### config.mk
export PLATFORM = sky130hd
export DESIGN_NAME = pwr_start_seq
export DESIGN_NICKNAME = d
export VERILOG_FILES = /design/src/rtl/pwr_start_seq_pkg.sv /design/src/rtl/hyst_flag.sv /design/src/rtl/start_tick_counter.sv /design/src/rtl/pwr_start_seq.sv
export SDC_FILE = /design/constraint.sdc
export NUM_CORES = 1
export LEC_CHECK = 0
export ABC_AREA = 1
export BUFFER_PORTS_ARGS = -buffer_cell sky130_fd_sc_hd__clkbuf_2
export CORE_MARGIN = 3
export CORE_UTILIZATION = 30
export DETAILED_ROUTE_END_ITERATION = 12
export MAX_ROUTING_LAYER = met4
export PLACE_DENSITY = 0.5
export SYNTH_ARGS = -nofsm -noshare
export SYNTH_HDL_FRONTEND = slang
export SYNTH_HIERARCHICAL = 1
export SYNTH_SLANG_ARGS = --single-unit
### constraint.sdc
create_clock -name clk -period 1.6 [get_ports clk]
set_input_delay 0.16 -clock clk [delete_from_list [all_inputs] [get_ports clk]]
set_output_delay 0.16 -clock clk [all_outputs]
set_load 0.05 [all_outputs]
### src/rtl/pwr_start_seq_pkg.sv
package pwr_start_seq_pkg;

   typedef struct packed {
      logic supply_ok;
      logic ref_good;
      logic run;
   } seq_state_t;

   function automatic int cnt_width(input int n);
      return (n <= 2) ? 1 : $clog2(n);
   endfunction

endpackage

### src/rtl/hyst_flag.sv
module hyst_flag #(
   parameter bit CLEAR_WINS = 1'b1
) (
   input  logic clk,
   input  logic rst_n,
   input  logic set_i,
   input  logic clr_i,
   output logic q_o
);

   logic q_nxt;

   generate
      if (CLEAR_WINS) begin : g_clear_dominant
         always_comb begin
            if (clr_i)      q_nxt = 1'b0;
            else if (set_i) q_nxt = 1'b1;
            else            q_nxt = q_o;
         end
      end else begin : g_set_dominant
         always_comb begin
            if (set_i)      q_nxt = 1'b1;
            else if (clr_i) q_nxt = 1'b0;
            else            q_nxt = q_o;
         end
      end
   endgenerate

   always_ff @(posedge clk or negedge rst_n) begin
      if (!rst_n) q_o <= 1'b0;
      else        q_o <= q_nxt;
   end

   // Both outcomes hold for either dominance when only one flag is active.
   assert_flag_clear_R2: assert property (@(posedge clk) disable iff (!rst_n)
      (clr_i && !set_i) |=> !q_o);
   assert_flag_set_R3: assert property (@(posedge clk) disable iff (!rst_n)
      (set_i && !clr_i) |=> q_o);
   assert_flag_hold_R2: assert property (@(posedge clk) disable iff (!rst_n)
      (!set_i && !clr_i) |=> (q_o == $past(q_o)));
   generate
      if (CLEAR_WINS) begin : g_chk_clear
         assert_clear_wins_R9: assert property (@(posedge clk) disable iff (!rst_n)
            (set_i && clr_i) |=> !q_o);
      end
   endgenerate

endmodule

### src/rtl/start_tick_counter.sv
module start_tick_counter #(
   parameter int START_TICKS = 32,
   parameter int CNT_W       = 5
) (
   input  logic clk,
   input  logic rst_n,
   input  logic clear_i,
   input  logic tick_i,
   output logic done_o
);

   localparam logic [CNT_W-1:0] LAST = CNT_W'(START_TICKS - 1);

   logic [CNT_W-1:0] cnt_q;

   assign done_o = tick_i && !clear_i && (cnt_q == LAST);

   always_ff @(posedge clk or negedge rst_n) begin
      if (!rst_n)       cnt_q <= '0;
      else if (clear_i) cnt_q <= '0;
      else if (tick_i)  cnt_q <= (cnt_q == LAST) ? '0 : cnt_q + 1'b1;
   end

   assert_cnt_restart_R5: assert property (@(posedge clk) disable iff (!rst_n)
      clear_i |=> (cnt_q == '0));
   assert_cnt_step_R4: assert property (@(posedge clk) disable iff (!rst_n)
      (tick_i && !clear_i && cnt_q != LAST) |=> (cnt_q == $past(cnt_q) + 1'b1));
   assert_cnt_idle_R5: assert property (@(posedge clk) disable iff (!rst_n)
      (!tick_i && !clear_i) |=> $stable(cnt_q));

endmodule

### src/rtl/pwr_start_seq.sv
module pwr_start_seq
   import pwr_start_seq_pkg::*;
#(
   parameter int START_TICKS = 32,
   parameter bit CLEAR_WINS  = 1'b1
) (
   input  logic clk,
   input  logic rst_n,
   input  logic sup_above_start,
   input  logic sup_below_stop,
   input  logic ref_above_rise,
   input  logic ref_below_fall,
   input  logic osc_tick,
   output logic run_en,
   output logic ss_discharge
);

   localparam int CNT_W = cnt_width(START_TICKS);

   generate
      if (START_TICKS < 2) begin : g_bad_ticks
         $error("pwr_start_seq: START_TICKS must be at least 2");
      end
   endgenerate

   seq_state_t st;
   logic       shut_req;
   logic       ref_clr;
   logic       cnt_clear;
   logic       cnt_done;
   logic       run_nxt;
   logic       dis_q;

   assign shut_req = ref_below_fall | sup_below_stop;
   assign ref_clr  = shut_req | ~st.supply_ok;

   hyst_flag #(.CLEAR_WINS(CLEAR_WINS)) u_supply_stage (
      .clk   (clk),
      .rst_n (rst_n),
      .set_i (sup_above_start),
      .clr_i (sup_below_stop),
      .q_o   (st.supply_ok)
   );

   hyst_flag #(.CLEAR_WINS(CLEAR_WINS)) u_ref_stage (
      .clk   (clk),
      .rst_n (rst_n),
      .set_i (ref_above_rise),
      .clr_i (ref_clr),
      .q_o   (st.ref_good)
   );

   assign cnt_clear = shut_req | ~st.ref_good | st.run;

   start_tick_counter #(.START_TICKS(START_TICKS), .CNT_W(CNT_W)) u_start_cnt (
      .clk     (clk),
      .rst_n   (rst_n),
      .clear_i (cnt_clear),
      .tick_i  (osc_tick),
      .done_o  (cnt_done)
   );

   always_comb begin
      if (shut_req || !st.ref_good) run_nxt = 1'b0;
      else                          run_nxt = st.run | cnt_done;
   end

   always_ff @(posedge clk or negedge rst_n) begin
      if (!rst_n) begin
         st.run <= 1'b0;
         dis_q  <= 1'b1;
      end else begin
         st.run <= run_nxt;
         dis_q  <= ~run_nxt;
      end
   end

   assign run_en       = st.run;
   assign ss_discharge = dis_q;

   assert_shutdown_now_R6: assert property (@(posedge clk) disable iff (!rst_n)
      shut_req |=> !run_en);
   assert_run_needs_tick_R4: assert property (@(posedge clk) disable iff (!rst_n)
      $rose(run_en) |-> $past(osc_tick));
   assert_run_needs_ref_R3: assert property (@(posedge clk) disable iff (!rst_n)
      run_en |-> (st.ref_good && st.supply_ok));
   assert_discharge_pair_R7: assert property (@(posedge clk) disable iff (!rst_n)
      ss_discharge != run_en);
   assert_no_run_on_lockout_R2: assert property (@(posedge clk) disable iff (!rst_n)
      !st.supply_ok |=> !run_en);

endmodule

After elaboration in Yosys (flattened, before gate mapping)
Index checks and enable logic that the tools add are counted.
Cells by class
  mux-type cells: 8
  add/subtract/negate cells: 1
  equal/unequal tests: 1
  reductions and logical operators: 8
  bitwise logic cells: 8
Operators with widths (number)
  $mux 5: 3
  $reduce_bool 2->1: 3
  $add 5x1->5 const B: 1
  $eq 5x5->1 const B: 1
  $mux 1: 5
  $or 1x1->1: 5
  $not 1->1: 3
  $logic_and 1x1->1: 2
  $logic_not 1->1: 2
  $logic_or 1x1->1: 1
Word-level totals
  register bits after elaboration: 9
  output and inout bits: 2
  bits of input ports: 7
  word-level logic and storage cells: 31

Depth between registers and ports, before layout
Gate-level depths: netlist (run 1).
  depth after elaboration: 9
  depth in mapped cells: 9
  gate-level depth less buffers: 9

Modules after synthesis
Netlist (run 1), hierarchy kept.
By module, submodules not included
  start_tick_counter: times used 1, cells an instance 34, area each 271.5 um^2
  pwr_start_seq: times used 1, cells an instance 12, area each 93.8 um^2
  hyst_flag: times used 2, cells an instance 3, area each 32.5 um^2

Least setup slack after synthesis (run 1)
Ideal clock, no wire load.
  path kind: register -> register
  start point: register st, in the netlist run_en
  end point: register dis_q, in the netlist ss_discharge
  slack: 0.317 ns
  arrival: 1.198 ns
  cell stages (with the launch flop): 9
  required time: 1.515 ns
  cell sequence: dfrtp_1 -> inv_1 -> nand3_1 -> inv_1 -> nand2_1 -> nor2_1 -> inv_1 -> nand2_1 -> nand3_1
On the way
  cells in the longest elaborated chain, start to end: 7
RTL lines
  from (decl): RTL line pwr_start_seq.sv:26  | seq_state_t st;
  $or 1x1->1: RTL line pwr_start_seq.sv:53  | assign cnt_clear = shut_req | ~st.ref_good | st.run;
  via cnt_clear: RTL line pwr_start_seq.sv:29  | logic cnt_clear;
  $logic_not 1->1: RTL line start_tick_counter.sv:16  | assign done_o = tick_i && !clear_i && (cnt_q == LAST);
  $logic_and 1x1->1 (2 in a row): RTL line start_tick_counter.sv:16
  via cnt_done: RTL line pwr_start_seq.sv:30  | logic cnt_done;
  $or 1x1->1: RTL line pwr_start_seq.sv:65  | else run_nxt = st.run | cnt_done;
  $mux 1: RTL line pwr_start_seq.sv:64  | if (shut_req || !st.ref_good) run_nxt = 1'b0;
  $not 1->1: RTL line pwr_start_seq.sv:74  | dis_q <= ~run_nxt;
  to (signal assigned): RTL line pwr_start_seq.sv:74
  to (decl): RTL line pwr_start_seq.sv:32  | logic dis_q;
The timed path passes the listed nets, and every way through them passes these cells.
A chain may end at the register's enable or synchronous reset.

Worst setup path in the final report (run 1)
  start point: register u_start_cnt.cnt_q[0]
  end point: register dis_q, in the netlist ss_discharge
On the way
  cells in the longest elaborated chain, start to end: 5
RTL lines
  from (decl): RTL line start_tick_counter.sv:14  | logic [CNT_W-1:0] cnt_q;
  from (signal assigned): RTL line start_tick_counter.sv:21  | else if (tick_i) cnt_q <= (cnt_q == LAST) ? '0 : cnt_q + 1'b1;
  $eq 5x5->1: RTL line start_tick_counter.sv:16
  $logic_and 1x1->1: RTL line start_tick_counter.sv:16
  via cnt_done: RTL line pwr_start_seq.sv:30
  $or 1x1->1: RTL line pwr_start_seq.sv:65
  $mux 1: RTL line pwr_start_seq.sv:64
  $not 1->1: RTL line pwr_start_seq.sv:74
The timed path passes the listed nets, and every way through them passes these cells.

==> flow_summary.json, run 1 <==
{
  "whs_path_depth": 2,
  "grt_antenna_before_repair": 0,
  "fmax_mhz": 711,
  "grt.met3_usage": 0.0747,
  "min_to": "u_supply_stage/q_o",
  "htreeDepth": 1,
  "synthCells": 52,
  "cts_root_buf": "clkbuf_4",
  "yosys.area.top_type_share": 0.465,
  "startpoint_type": "flop",
  "end_kind": "flop",
  "cpMaxStageDelayCell": "dfrtp_1",
  "place_hpwl_um": 602,
  "fp.coreArea_mm2": 0.00132,
  "routed_wl_um": 793,
  "portBuffers": 8,
  "vias": 349,
  "critPathRequiredTime_ns": 1.78,
  "most-common-layout-cells": "nand2_1, nor2_1, clkbuf_2, dfrtp_1, nand3_1",
  "drc": 0,
  "syn_to_final_growth_pct": 22.1,
  "grtUsageTotal": 0.108,
  "place.gp.congestion": 0.718,
  "utilization": 0.399,
  "multi_input_area_um2": 185,
  "worstHoldStart": "sup_below_stop",
  "syn_avg_cell_area_um2": 8.28,
  "nNetsFinal": 75,
  "vias_per_cell": 4.36,
  "floorplan.initialDensity": 0.327,
  "leakage_nw": 0.271,
  "min_period_ns": 1.41,
  "clk_path_buf_depth": 2,
  "worstMarginPinSlew_ns": 0.349,
  "min_path_type": "input pin to flop",
  "critical_path_buf_inv_count": 2,
  "worst-setup-path-type": "flop to flop",
  "synth.net_count": 61,
  "arrival_ns": 1.58,
  "critPathMaxStageDelay_ns": 0.41,
  "clk_pin_slew_ns": 0.06,
  "rsz0062_at_grt": "no",
  "grt_max_degree": 10,
  "crit_path_max_fanout": 5,
  "status": "complete, no violations",
  "maxSlewHeadroom": 0.767,
  "grtUsageMet1": 0.132,
  "seq_area_frac_synth": 0.526,
  "die-area_mm2": 0.00193,
  "cts.sinks": 9,
  "setup_tns_ns": 0,
  "rrSetupSlack_ns": 0.19,
  "setup_violations": 0,
  "busiest_layer": "met2",
  "clk_latency_ns": 0.26,
  "ff2ff_path_depth": 9,
  "pwr_density_cell_mw_per_mm2": 809,
  "max-vdd-ir-drop_mv": 0.419,
  "drtAntennaViolNets": 0,
  "r2r_start": "u_start_cnt/cnt_q[0]",
  "seqCellArea_um2": 226,
  "grt_pass1_vias": 338,
  "reg2reg_to": "ss_discharge",
  "drv_slew": 0,
  "yosys_warnings": 6,
  "die_width_um": 43.9,
  "synth_area_um2": 430,
  "cts_buffers": 3,
  "hold_violations": 0,
  "period_share": 0.879,
  "finClkSkew_ns": 0.00482,
  "grt_overflow_total": 0,
  "synth_top_area_cell": "dfrtp_1",
  "synth.distinct_cells": 12,
  "grt_use_met2": 0.140,
  "cts_tree": "yes",
  "drt_pre_antenna_iters": 2,
  "grt_pass1_wl_um": 1390,
  "ys_ff_latch": 9,
  "drt_iter0_drc": 6,
  "n_antenna_cell": 0,
  "io_pins": 9,
  "rows": 13,
  "layout_commonest_cell": "nand2_1",
  "wl_per_cell_um": 9.91,
  "yosys-top-cells-area": "dfrtp_1, nand2_1, nor2_1",
  "cp_cell_sequence": "ha_1 -> nand2_1 -> nor2_1 -> ha_1 -> inv_1 -> nor2_1 -> inv_1 -> nand2_1 -> nand3_1",
  "die-height_um": 43.9,
  "fillCellCount": 145,
  "drive_gt1_frac": 0.215,
  "crit_family": "simple AND/OR/NAND/NOR gates",
  "drv_cap": 0
}
[state kept, by name, indices dropped and copies added, names as in the netlist]
name,count
u_start_cnt/cnt_q,5
u_ref_stage/q_o,1
ss_discharge,1
run_en,1
u_supply_stage/q_o,1
[kinds of logic (layout without fill, tap and decap cells)]
kind of cell	after synthesis	in the layout	synth area share
compound gates	2	2	0.0320
xor+xnor	1	1	0.0204
simple gates	33	33	0.320
fa+ha+maj	2	2	0.0581
buf+inv	5	18	0.0436
flops	9	9	0.526
[routing by layer]
| metal | vias up | wire length, um |
|---|---|---|
| met2 | 10 | 361 |
| met5 | - | 0 |
| li1 | 190 | - |
| met1 | 147 | 367 |
| met4 | 0 | 6 |
| met3 | 2 | 57 |
[cell usage after synthesis, drive strengths merged]
cell   instances
dfrtp          8
xnor2          1
nand2         14
o21ai          2
nand4          1
nand3          7
inv            5
nor2          11
ha             2
dfstp          1
[power breakdown]
group | internal (mW) | leakage, nW | switching [mW]
registers | 0.230 | 0.121 | 0.00174
logic | 0.00918 | 0.136 | 0.0115
clock network | 0.0959 | 0.0150 | 0.0768
[per-stage QoR]
step | hold WS, ns | cells | power, mW | worst slack [ns] | instance area [um2]
floorplan | -0.136 | 52 | 0.241 | 0.317 | 430
global placement | 0.0352 | 75 | 0.255 | 0.194 | 489
detailed placement | 0.0351 | 75 | 0.256 | 0.203 | 489
CTS | 0.0654 | 80 | 0.441 | 0.178 | 526
global route | 0.0766 | 80 | 0.457 | 0.0415 | 526
finish | 0.0777 | 80 | 0.425 | 0.194 | 526
[what timing repair did]
item,in CTS,in global routing
gates resized for setup,0,0
hold buffers,1,0
buffers inserted,0,0
hold endpoints to repair,9,0
[worst max path at each step]
stage	start	to	slack, ns	cells after the start
detailed placement	u_start_cnt/cnt_q[0]	ss_discharge	0.20	9
finish	u_start_cnt/cnt_q[0]	ss_discharge	0.19	9
floorplan	run_en	ss_discharge	0.32	8
global route	u_start_cnt/cnt_q[0]	ss_discharge	0.04	9
global placement	u_start_cnt/cnt_q[0]	ss_discharge	0.19	9
CTS	u_start_cnt/cnt_q[0]	ss_discharge	0.18	9
[layout make-up]
class,instances,share of cell area
clock buffers,4,0.0500
multi-input cells,38,0.352
well taps,15,0.0357
repair buffers,9,0.0952
flip-flops and latches,9,0.431
inverters,5,0.0357
Power figures use the tool's default switching activity.
==> inputs of run 2 (changes only) <==
Settings changed: RECOVER_POWER from default to 25.
==> flow_summary.json, run 2 (synthesized netlist as in run 1, its figures left out) <==
{
  "wl_per_cell_um": 9.90,
  "grt_antenna_before_repair": 0,
  "reg2reg_to": "ss_discharge",
  "die_width_um": 43.9,
  "rsz0062_at_grt": "no",
  "min_to": "u_supply_stage/q_o",
  "clk_path_buf_depth": 2,
  "place_hpwl_um": 602,
  "holdWs_ns": 0.0777,
  "largest_register_ffs": 5,
  "setup_ws_ns": 0.194,
  "setup_violations": 0,
  "drv_cap": 0,
  "vias_per_cell": 4.36,
  "startpoint_type": "flop",
  "grt_pass1_vias": 338,
  "clk_pin_slew_ns": 0.06,
  "top_layer_used": "met4",
  "die-height_um": 43.9,
  "syn_to_final_growth_pct": 21.8,
  "portBuffers": 8,
  "worstMarginPinSlew_ns": 0.493,
  "die-area_mm2": 0.00193,
  "cts_tree": "yes",
  "rrSetupSlack_ns": 0.19,
  "grtUsageTotal": 0.108,
  "fp.coreArea_mm2": 0.00132,
  "largest_register": "u_start_cnt/cnt_q",
  "io_pins": 9,
  "worstHoldStart": "sup_below_stop",
  "status": "complete, no violations",
  "vias": 349,
  "layout_commonest_cell": "nand2_1",
  "grt_overflow_total": 0,
  "most-common-layout-cells": "nand2_1, nor2_1, dfrtp_1",
  "setup_tns_ns": 0,
  "drtAntennaViolNets": 0,
  "drt_pre_antenna_iters": 2,
  "grt_max_degree": 10,
  "r2r_start": "u_start_cnt/cnt_q[0]",
  "wl_met3_um": 57,
  "place.gp.congestion": 0.718,
  "placed_area_um2": 489,
  "clk_latency_ns": 0.26,
  "min_period_ns": 1.41,
  "routed_wl_um": 792,
  "arrival_ns": 1.58,
  "drt_iter0_drc": 6,
  "end_kind": "flop",
  "finClkSkew_ns": 0.00482,
  "cts_buffers": 3,
  "hold_violations": 0,
  "floorplan.initialDensity": 0.327,
  "dr_wl_met2_um": 361,
  "ff2ff_path_depth": 9,
  "critPathRequiredTime_ns": 1.78,
  "n_antenna_cell": 0,
  "leakage_nw": 0.268,
  "maxSlewHeadroom": 0.671,
  "period_share": 0.879,
  "whs_path_depth": 2,
  "grt_pass1_wl_um": 1390,
  "drv_slew": 0,
  "cts.sinks": 9,
  "nNetsFinal": 75,
  "cts_root_buf": "clkbuf_4",
  "pwr_density_cell_mw_per_mm2": 811,
  "crit_path_max_fanout": 5,
  "htreeDepth": 1,
  "drive_gt1_frac": 0.200,
  "min_path_type": "input pin to flop",
  "wl_met1_um": 366,
  "dp_slack_ns": 0.203,
  "drc": 0,
  "design_area_um2": 524,
  "max-vdd-ir-drop_mv": 0.419,
  "post_cts_resized": 0,
  "worst-setup-path-type": "flop to flop",
  "fmax_mhz": 711,
  "rows": 13
}
-- run 2: where the power goes --
group / internal, mW / leakage, nW / total, mW / switching (mW)
combinational: 0.00884 / 0.133 / 0.0203 / 0.0115
clock: 0.0959 / 0.0150 / 0.173 / 0.0768
sequential: 0.230 / 0.121 / 0.232 / 0.00174
total: 0.335 / 0.268 / 0.425 / 0.0901
-- run 2: per-layer routing --
layer  global-route usage  vias up
met4               0.0361        0
li1                     -      190
met2                0.140       10
met1                0.132      147
met3               0.0747        2
met5                    -        -
-- run 2: worst max path at each step --
stage                              start      endpoint  slack (ns)  depth (start not counted)
finish              u_start_cnt/cnt_q[0]  ss_discharge        0.19                          9
global route        u_start_cnt/cnt_q[0]  ss_discharge        0.04                          9
detailed placement  u_start_cnt/cnt_q[0]  ss_discharge        0.20                          9
global placement    u_start_cnt/cnt_q[0]  ss_discharge        0.19                          9
floorplan                         run_en  ss_discharge        0.32                          8
CTS                 u_start_cnt/cnt_q[0]  ss_discharge        0.18                          9
-- run 2: stage by stage --
step | cells | util | power, mW
2_1_floorplan | 52 | - | 0.241
3_3_place_gp | 75 | 0.371 | 0.255
3_5_place_dp | 75 | 0.371 | 0.256
4_1_cts | 80 | 0.399 | 0.441
5_1_grt | 80 | 0.398 | 0.457
6_report | 80 | 0.398 | 0.425
-- run 2: final cells by class --
type	count	area, um2
Clock buffer	4	26.3
Fill cell	146	793
Inverter	5	18.8
Multi-Input combinational cell	38	185
Sequential cell	9	226
Tap cell	15	18.8
Timing Repair Buffer	9	48.8
-- run 2: critical path: stages (launching register included) --
cell and delay, ns:
dfrtp_1 0.41, ha_1 0.20, nand2_1 0.06, nor2_1 0.10, ha_1 0.17, inv_1 0.06, nor2_1 0.15, inv_1 0.05
nand2_1 0.06, nand3_1 0.06
-- run 2: what timing repair did --
item                                    4_1_cts  5_1_grt
endpoints found under the hold margin         9        0
setup buffers                                 0        0
endpoints found under the setup margin        0        0
hold buffers                                  1        0
